**config.mk**
```make
export PLATFORM = sky130hd
export DESIGN_NAME = wl_static_leveler
export DESIGN_NICKNAME = d
export VERILOG_FILES = /design/src/rtl/wl_pkg.sv /design/src/rtl/wl_datapath.sv /design/src/rtl/wl_control.sv /design/src/rtl/wl_static_leveler.sv
export SDC_FILE = /design/constraint.sdc
export NUM_CORES = 1
export LEC_CHECK = 0
export BUFFER_PORTS_ARGS = -buffer_cell sky130_fd_sc_hd__buf_2
export CAP_MARGIN = 20
export CORE_ASPECT_RATIO = 0.9
export CORE_MARGIN = 2
export CORE_UTILIZATION = 50
export CTS_BUF_LIST = sky130_fd_sc_hd__clkbuf_4 sky130_fd_sc_hd__clkbuf_8
export CTS_CLUSTER_DIAMETER = 30
export DETAILED_ROUTE_END_ITERATION = 10
export PLACE_DENSITY = 0.67
export SLEW_MARGIN = 40
export SYNTH_ARGS = -nofsm -noshare
export SYNTH_HDL_FRONTEND = slang
export SYNTH_SLANG_ARGS = --single-unit
```
**constraint.sdc**
```tcl
create_clock -name clk -period 16.1 [get_ports clk]
set_clock_uncertainty 0.15 [all_clocks]
set_input_delay 2.415 -clock clk [delete_from_list [all_inputs] [get_ports clk]]
set_output_delay 2.415 -clock clk [all_outputs]
set_load 0.005 [all_outputs]
```
**src/rtl/wl_pkg.sv**
```systemverilog
package wl_pkg;

  typedef enum logic [1:0] {
    ST_IDLE,
    ST_SCAN,
    ST_REQ,
    ST_WAIT
  } wl_state_t;

  // strobes from control to datapath
  typedef struct packed {
    logic clrAll;    // wipe flags and counters
    logic loadRand;  // move search position to random group
    logic stepSel;   // advance search position by one (wrapping)
  } wl_strobe_t;

  // status from datapath to control
  typedef struct packed {
    logic trigger;   // ratio test met and flagged count non-zero
    logic allSet;    // every active group flagged
    logic selFlag;   // flag of group under search position
    logic hitTarget; // erase this cycle lands in selected group
  } wl_status_t;

endpackage

```
**src/rtl/wl_datapath.sv**
```systemverilog
module wl_datapath
  import wl_pkg::*;
#(
  parameter int BLK_W = 8,
  parameter int TW    = 16,
  parameter int EW    = 24,
  parameter int KW    = 4
) (
  input  logic             clk,
  input  logic             rstN,
  input  logic             eraseValid,
  input  logic [BLK_W-1:0] eraseBlk,
  input  logic [KW-1:0]    kShift,
  input  logic [TW-1:0]    thresh,
  input  wl_strobe_t       stb,
  output wl_status_t       status,
  output logic [BLK_W-1:0] selIdx,
  output logic [BLK_W:0]   fcntQ,
  output logic [EW-1:0]    ecntQ,
  output logic [BLK_W:0]   numGroups
);

  localparam int NG = 1 << BLK_W;
  localparam int FW = BLK_W + 1;
  localparam int PW = TW + FW;
  localparam int CW = (EW > PW) ? EW : PW;
  localparam logic [KW-1:0] K_MAX = KW'(BLK_W);
  localparam logic [15:0] LFSR_SEED = 16'hACE1;

  logic [KW-1:0]    kEff;
  logic [BLK_W-1:0] groupMask;
  logic [BLK_W-1:0] eraseGrp;
  logic [NG-1:0]    flags;
  logic [15:0]      lfsr;
  logic             isNew;
  logic [EW-1:0]    ecntBase;
  logic [FW-1:0]    fcntBase;
  logic [PW-1:0]    bar;

  assign kEff      = (kShift > K_MAX) ? K_MAX : kShift;
  assign numGroups = FW'(1) << (K_MAX - kEff);
  assign groupMask = BLK_W'(numGroups - FW'(1));
  assign eraseGrp  = eraseBlk >> kEff;

  // an erase is new to the interval if its flag is clear or being wiped
  assign isNew    = eraseValid && (stb.clrAll || !flags[eraseGrp]);
  assign ecntBase = stb.clrAll ? '0 : ecntQ;
  assign fcntBase = stb.clrAll ? '0 : fcntQ;

  assign bar = PW'(thresh) * PW'(fcntQ);

  assign status.trigger   = (fcntQ != '0) && (CW'(ecntQ) >= CW'(bar));
  assign status.allSet    = (fcntQ == numGroups);
  assign status.selFlag   = flags[selIdx];
  assign status.hitTarget = eraseValid && (eraseGrp == selIdx);

  always_ff @(posedge clk) begin
    if (!rstN) begin
      flags  <= '0;
      ecntQ  <= '0;
      fcntQ  <= '0;
      selIdx <= '0;
      lfsr   <= LFSR_SEED;
    end else begin
      lfsr  <= {lfsr[14:0], lfsr[15] ^ lfsr[13] ^ lfsr[12] ^ lfsr[10]};
      flags <= (stb.clrAll ? '0 : flags) | (isNew ? (NG'(1) << eraseGrp) : '0);
      ecntQ <= (eraseValid && (ecntBase != '1)) ? ecntBase + EW'(1) : ecntBase;
      fcntQ <= isNew ? fcntBase + FW'(1) : fcntBase;
      if (stb.loadRand)
        selIdx <= BLK_W'(lfsr) & groupMask;
      else if (stb.stepSel)
        selIdx <= (selIdx + BLK_W'(1)) & groupMask;
    end
  end

endmodule

```
**src/rtl/wl_control.sv**
```systemverilog
module wl_control
  import wl_pkg::*;
(
  input  logic       clk,
  input  logic       rstN,
  input  wl_status_t status,
  input  logic       reqReady,
  output wl_strobe_t stb,
  output logic       reqValid,
  output logic       waiting
);

  wl_state_t state, stateNext;

  always_comb begin
    stateNext = state;
    stb       = '0;
    case (state)
      ST_IDLE: begin
        if (status.trigger) begin
          if (status.allSet) begin
            stb.clrAll   = 1'b1;
            stb.loadRand = 1'b1;
          end else begin
            stateNext = ST_SCAN;
          end
        end
      end
      ST_SCAN: begin
        if (status.allSet)
          stateNext = ST_IDLE;
        else if (!status.selFlag)
          stateNext = ST_REQ;
        else
          stb.stepSel = 1'b1;
      end
      ST_REQ: begin
        if (reqReady)
          stateNext = ST_WAIT;
      end
      ST_WAIT: begin
        if (status.hitTarget)
          stateNext = ST_IDLE;
      end
      default: stateNext = ST_IDLE;
    endcase
  end

  always_ff @(posedge clk) begin
    if (!rstN)
      state <= ST_IDLE;
    else
      state <= stateNext;
  end

  assign reqValid = (state == ST_REQ);
  assign waiting  = (state == ST_WAIT);

endmodule

```
**src/rtl/wl_static_leveler.sv**
```systemverilog
module wl_static_leveler
  import wl_pkg::*;
#(
  parameter int BLK_W = 8,
  parameter int TW    = 16,
  parameter int EW    = 24,
  localparam int KW   = $clog2(BLK_W + 1)
) (
  input  logic             clk,
  input  logic             rstN,
  input  logic             eraseValid,
  input  logic [BLK_W-1:0] eraseBlk,
  input  logic [KW-1:0]    kShift,
  input  logic [TW-1:0]    thresh,
  output logic             reqValid,
  input  logic             reqReady,
  output logic [BLK_W-1:0] reqGroup
);

  wl_strobe_t       stb;
  wl_status_t       status;
  logic [BLK_W-1:0] selIdx;
  logic [BLK_W:0]   fcntQ;
  logic [EW-1:0]    ecntQ;
  logic [BLK_W:0]   numGroups;
  logic             waiting;
  logic             clrAll;
  logic             hitTarget;

  wl_datapath #(.BLK_W(BLK_W), .TW(TW), .EW(EW), .KW(KW)) u_dp (
    .clk       (clk),
    .rstN      (rstN),
    .eraseValid(eraseValid),
    .eraseBlk  (eraseBlk),
    .kShift    (kShift),
    .thresh    (thresh),
    .stb       (stb),
    .status    (status),
    .selIdx    (selIdx),
    .fcntQ     (fcntQ),
    .ecntQ     (ecntQ),
    .numGroups (numGroups)
  );

  wl_control u_ctl (
    .clk     (clk),
    .rstN    (rstN),
    .status  (status),
    .reqReady(reqReady),
    .stb     (stb),
    .reqValid(reqValid),
    .waiting (waiting)
  );

  assign reqGroup  = selIdx;
  assign clrAll    = stb.clrAll;
  assign hitTarget = status.hitTarget;

endmodule

```
==> results.json <==
{
  "status": "finished, final reports clean",
  "relSlewSlack_pct": 38.36,
  "ys_types": 85,
  "cap_violations": 0,
  "diodes": 0,
  "place_congestion": 0.8958,
  "synth-edff-count": 0,
  "die_w_um": 222.1,
  "placed_area_sq_um": 21740,
  "max_stage_delay_ps": 550,
  "rows": 71,
  "rsz0062_at_grt": "no",
  "path_class": "primary input to flip-flop",
  "clock_latency_ps": 650,
  "yosys_warnings": 0,
  "setup_violations": 0,
  "clockPowerShare_pct": 43.5,
  "grt_pass1_wl_mm": 103.0,
  "postCtsSetupRepairBufs": 0,
  "switching_share_pct": 29.74,
  "vias_per_cell": 6.448,
  "total_power_mw": 1.911,
  "mostFrequentLayoutCell": "nand2_1",
  "hold_violations": 0,
  "multi_input_area_sq_um": 13750,
  "slowest_stage": "fa_1",
  "dr.pass1.iters": 6,
  "wire_per_inst_um": 22.81,
  "seqCellArea_sq_um": 6317,
  "dieArea_sq_um": 44490,
  "final_cell_mix": "nand2_1, dfxtp_1, inv_1",
  "ys.flop_type": "dfxtp_1",
  "synthesis.area_sq_um": 21410,
  "power_frac_comb_pct": 14.9,
  "worst_pin_slew_ps": 921.2,
  "synth_area_leaders": "dfxtp_1, mux4_2, fa_1",
  "synthesis.nets": 2552,
  "drive_gt1_share_pct": 13.54,
  "internal_power_mw": 1.343,
  "max_freq_ghz": 0.09102,
  "crit_buf_inv": 6,
  "async_reset_ff_share_pct": 0,
  "yosys.area.top_type_share_pct": 29.45,
  "die_y_um": 200.3,
  "synth_largest_area_cell": "dfxtp_1",
  "grt_max_degree": 134,
  "hp-class": "flip-flop to flip-flop",
  "critPathMaxFanout": 10,
  "grt_pass1_vias": 17730,
  "area_delta_synth_final_pct": 7.445,
  "tns_ps": 0,
  "cp-start-kind": "primary input",
  "report.final.slew_viol_count": 0,
  "dr_total_vias": 18620,
  "timing.final.crit_period_ps": 10990,
  "synth_cells": 2346,
  "hpwl_mm": 45.14,
  "syn_avg_cell_area_sq_um": 9.126,
  "antenna_left": 0,
  "worstPathArrival_ps": 11340,
  "antenna_found_initial": 2,
  "detail_route.iter0.violations": 2569,
  "cts_max_path_buffers": 3,
  "core_sq_um": 42020,
  "ys_ff_latch": 315,
  "p_switching_mw": 0.5683,
  "cts-root-buf": "clkbuf_8",
  "cts_resized": 0,
  "grt_usage_pct": 29.21,
  "ir_worst_vdd_mv": 0.06880,
  "overflow": 0,
  "nets": 2501,
  "cts_buffers": 56,
  "hold_buffers": 0,
  "power_density_nw_per_um2": 83.07,
  "initial_core_util_pct": 50.95,
  "cp_top_family": "compound AO/OA/AOI/OAI gates",
  "cts_tree": "done",
  "port_buffers": 40,
  "clk_pin_slew_ps": 60,
  "fillers": 3798,
  "drc_errors": 0,
  "clock_sinks": 315,
  "post-route-period-util_pct": 68.24,
  "crit_required_ps": 16460,
  "yosysSeqAreaShare_pct": 29.45,
  "p_seq_share_pct": 41.6,
  "fin_area_sq_um": 23000,
  "end_kind": "flip-flop",
  "io_pins": 41,
  "htree_levels": 2,
  "p_leak_nw": 8.883,
  "wirelength_mm": 65.87
}
## power groups by stage
stage               registers, mW  clock network (mW)  logic [mW]
finish                      0.794               0.832       0.285
global route                0.794               0.870       0.307
CTS                         0.794               0.835       0.277
detailed placement          0.811                   0       0.276
global placement            0.812                   0       0.268
floorplan                   0.806                   0       0.205
## worst paths after layout
kind	start	to	slack (ps)	cells after the start
max reg2reg	u_dp.fcntQ[0]	u_dp.ecntQ[4]	6370	40
min	u_dp.lfsr[14]	u_dp.lfsr[15]	280	1
max	thresh[4]	u_dp.ecntQ[4]	5110	40
min reg2reg	u_dp.lfsr[14]	u_dp.lfsr[15]	280	1
## cell usage after synthesis (10+ instances only)
cell type,n
clkbuf_1,102
dfxtp_1,315
a211oi_1,15
a32o_1,96
nand3_1,67
o22ai_1,13
and2_1,111
a21o_1,19
ha_1,75
xor2_1,22
nand2b_1,15
a31oi_1,11
a32oi_1,10
and3_1,13
xnor2_1,31
buf_2,36
or3_1,19
mux2i_1,52
o21ai_1,84
mux4_2,104
a21oi_1,53
buf_4,11
a311oi_1,11
buf_6,22
nand2_1,405
nand4_1,29
nor2b_1,14
a22oi_1,12
o21ai_0,79
nor3_1,41
inv_1,128
nor2_1,115
fa_1,99
## layer usage
layer | global-route usage [%] | part of all wire, % | wire [um]
met1 | 42.90 | 43 | 28310
met2 | 41.75 | 42 | 27760
met5 | 0 | 0 | 0
met3 | 7.628 | 12 | 7965
met4 | 9.291 | 2.8 | 1825
## kinds of logic (layout without fill, tap and decap cells)
| family | after synthesis | in the layout | synth area share, % |
|---|---|---|---|
| fa+ha+maj | 174 | 174 | 13.64 |
| buf+inv | 309 | 304 | 6.592 |
| compound gates | 473 | 473 | 15.76 |
| xor+xnor | 53 | 53 | 2.168 |
| flops | 315 | 315 | 29.45 |
| simple gates | 860 | 860 | 18.68 |
| mux | 162 | 162 | 13.70 |
## sequential cells by signal, summed over array words and instances (netlist names), named ones only
register,cells
u_ctl.state,1
u_dp.ecntQ,24
u_dp.fcntQ,9
u_dp.flags,256
u_dp.lfsr,16
u_dp.selIdx,8
## final cells by class
type / count / area share (%)
clock buffers: 80 / 4.324
repair buffers: 71 / 2.263
well taps: 547 / 2.975
flip-flops and latches: 315 / 27.46
multi-input cells: 1722 / 59.78
inverters: 129 / 2.105
clock inverters: 24 / 1.093
## through the flow
step	worst slack, ps	std cells	util (%)	hold slack [ps]
after floorplan	5679	2346	-	236.3
after global placement	4717	2780	51.44	249.1
after detailed placement	4285	2784	51.73	260.9
after CTS	4951	2888	54.70	287.3
after global routing	4330	2888	54.75	295.1
final	5114	2888	54.75	275.4
No activity file was read; power rests on OpenSTA's default activity.
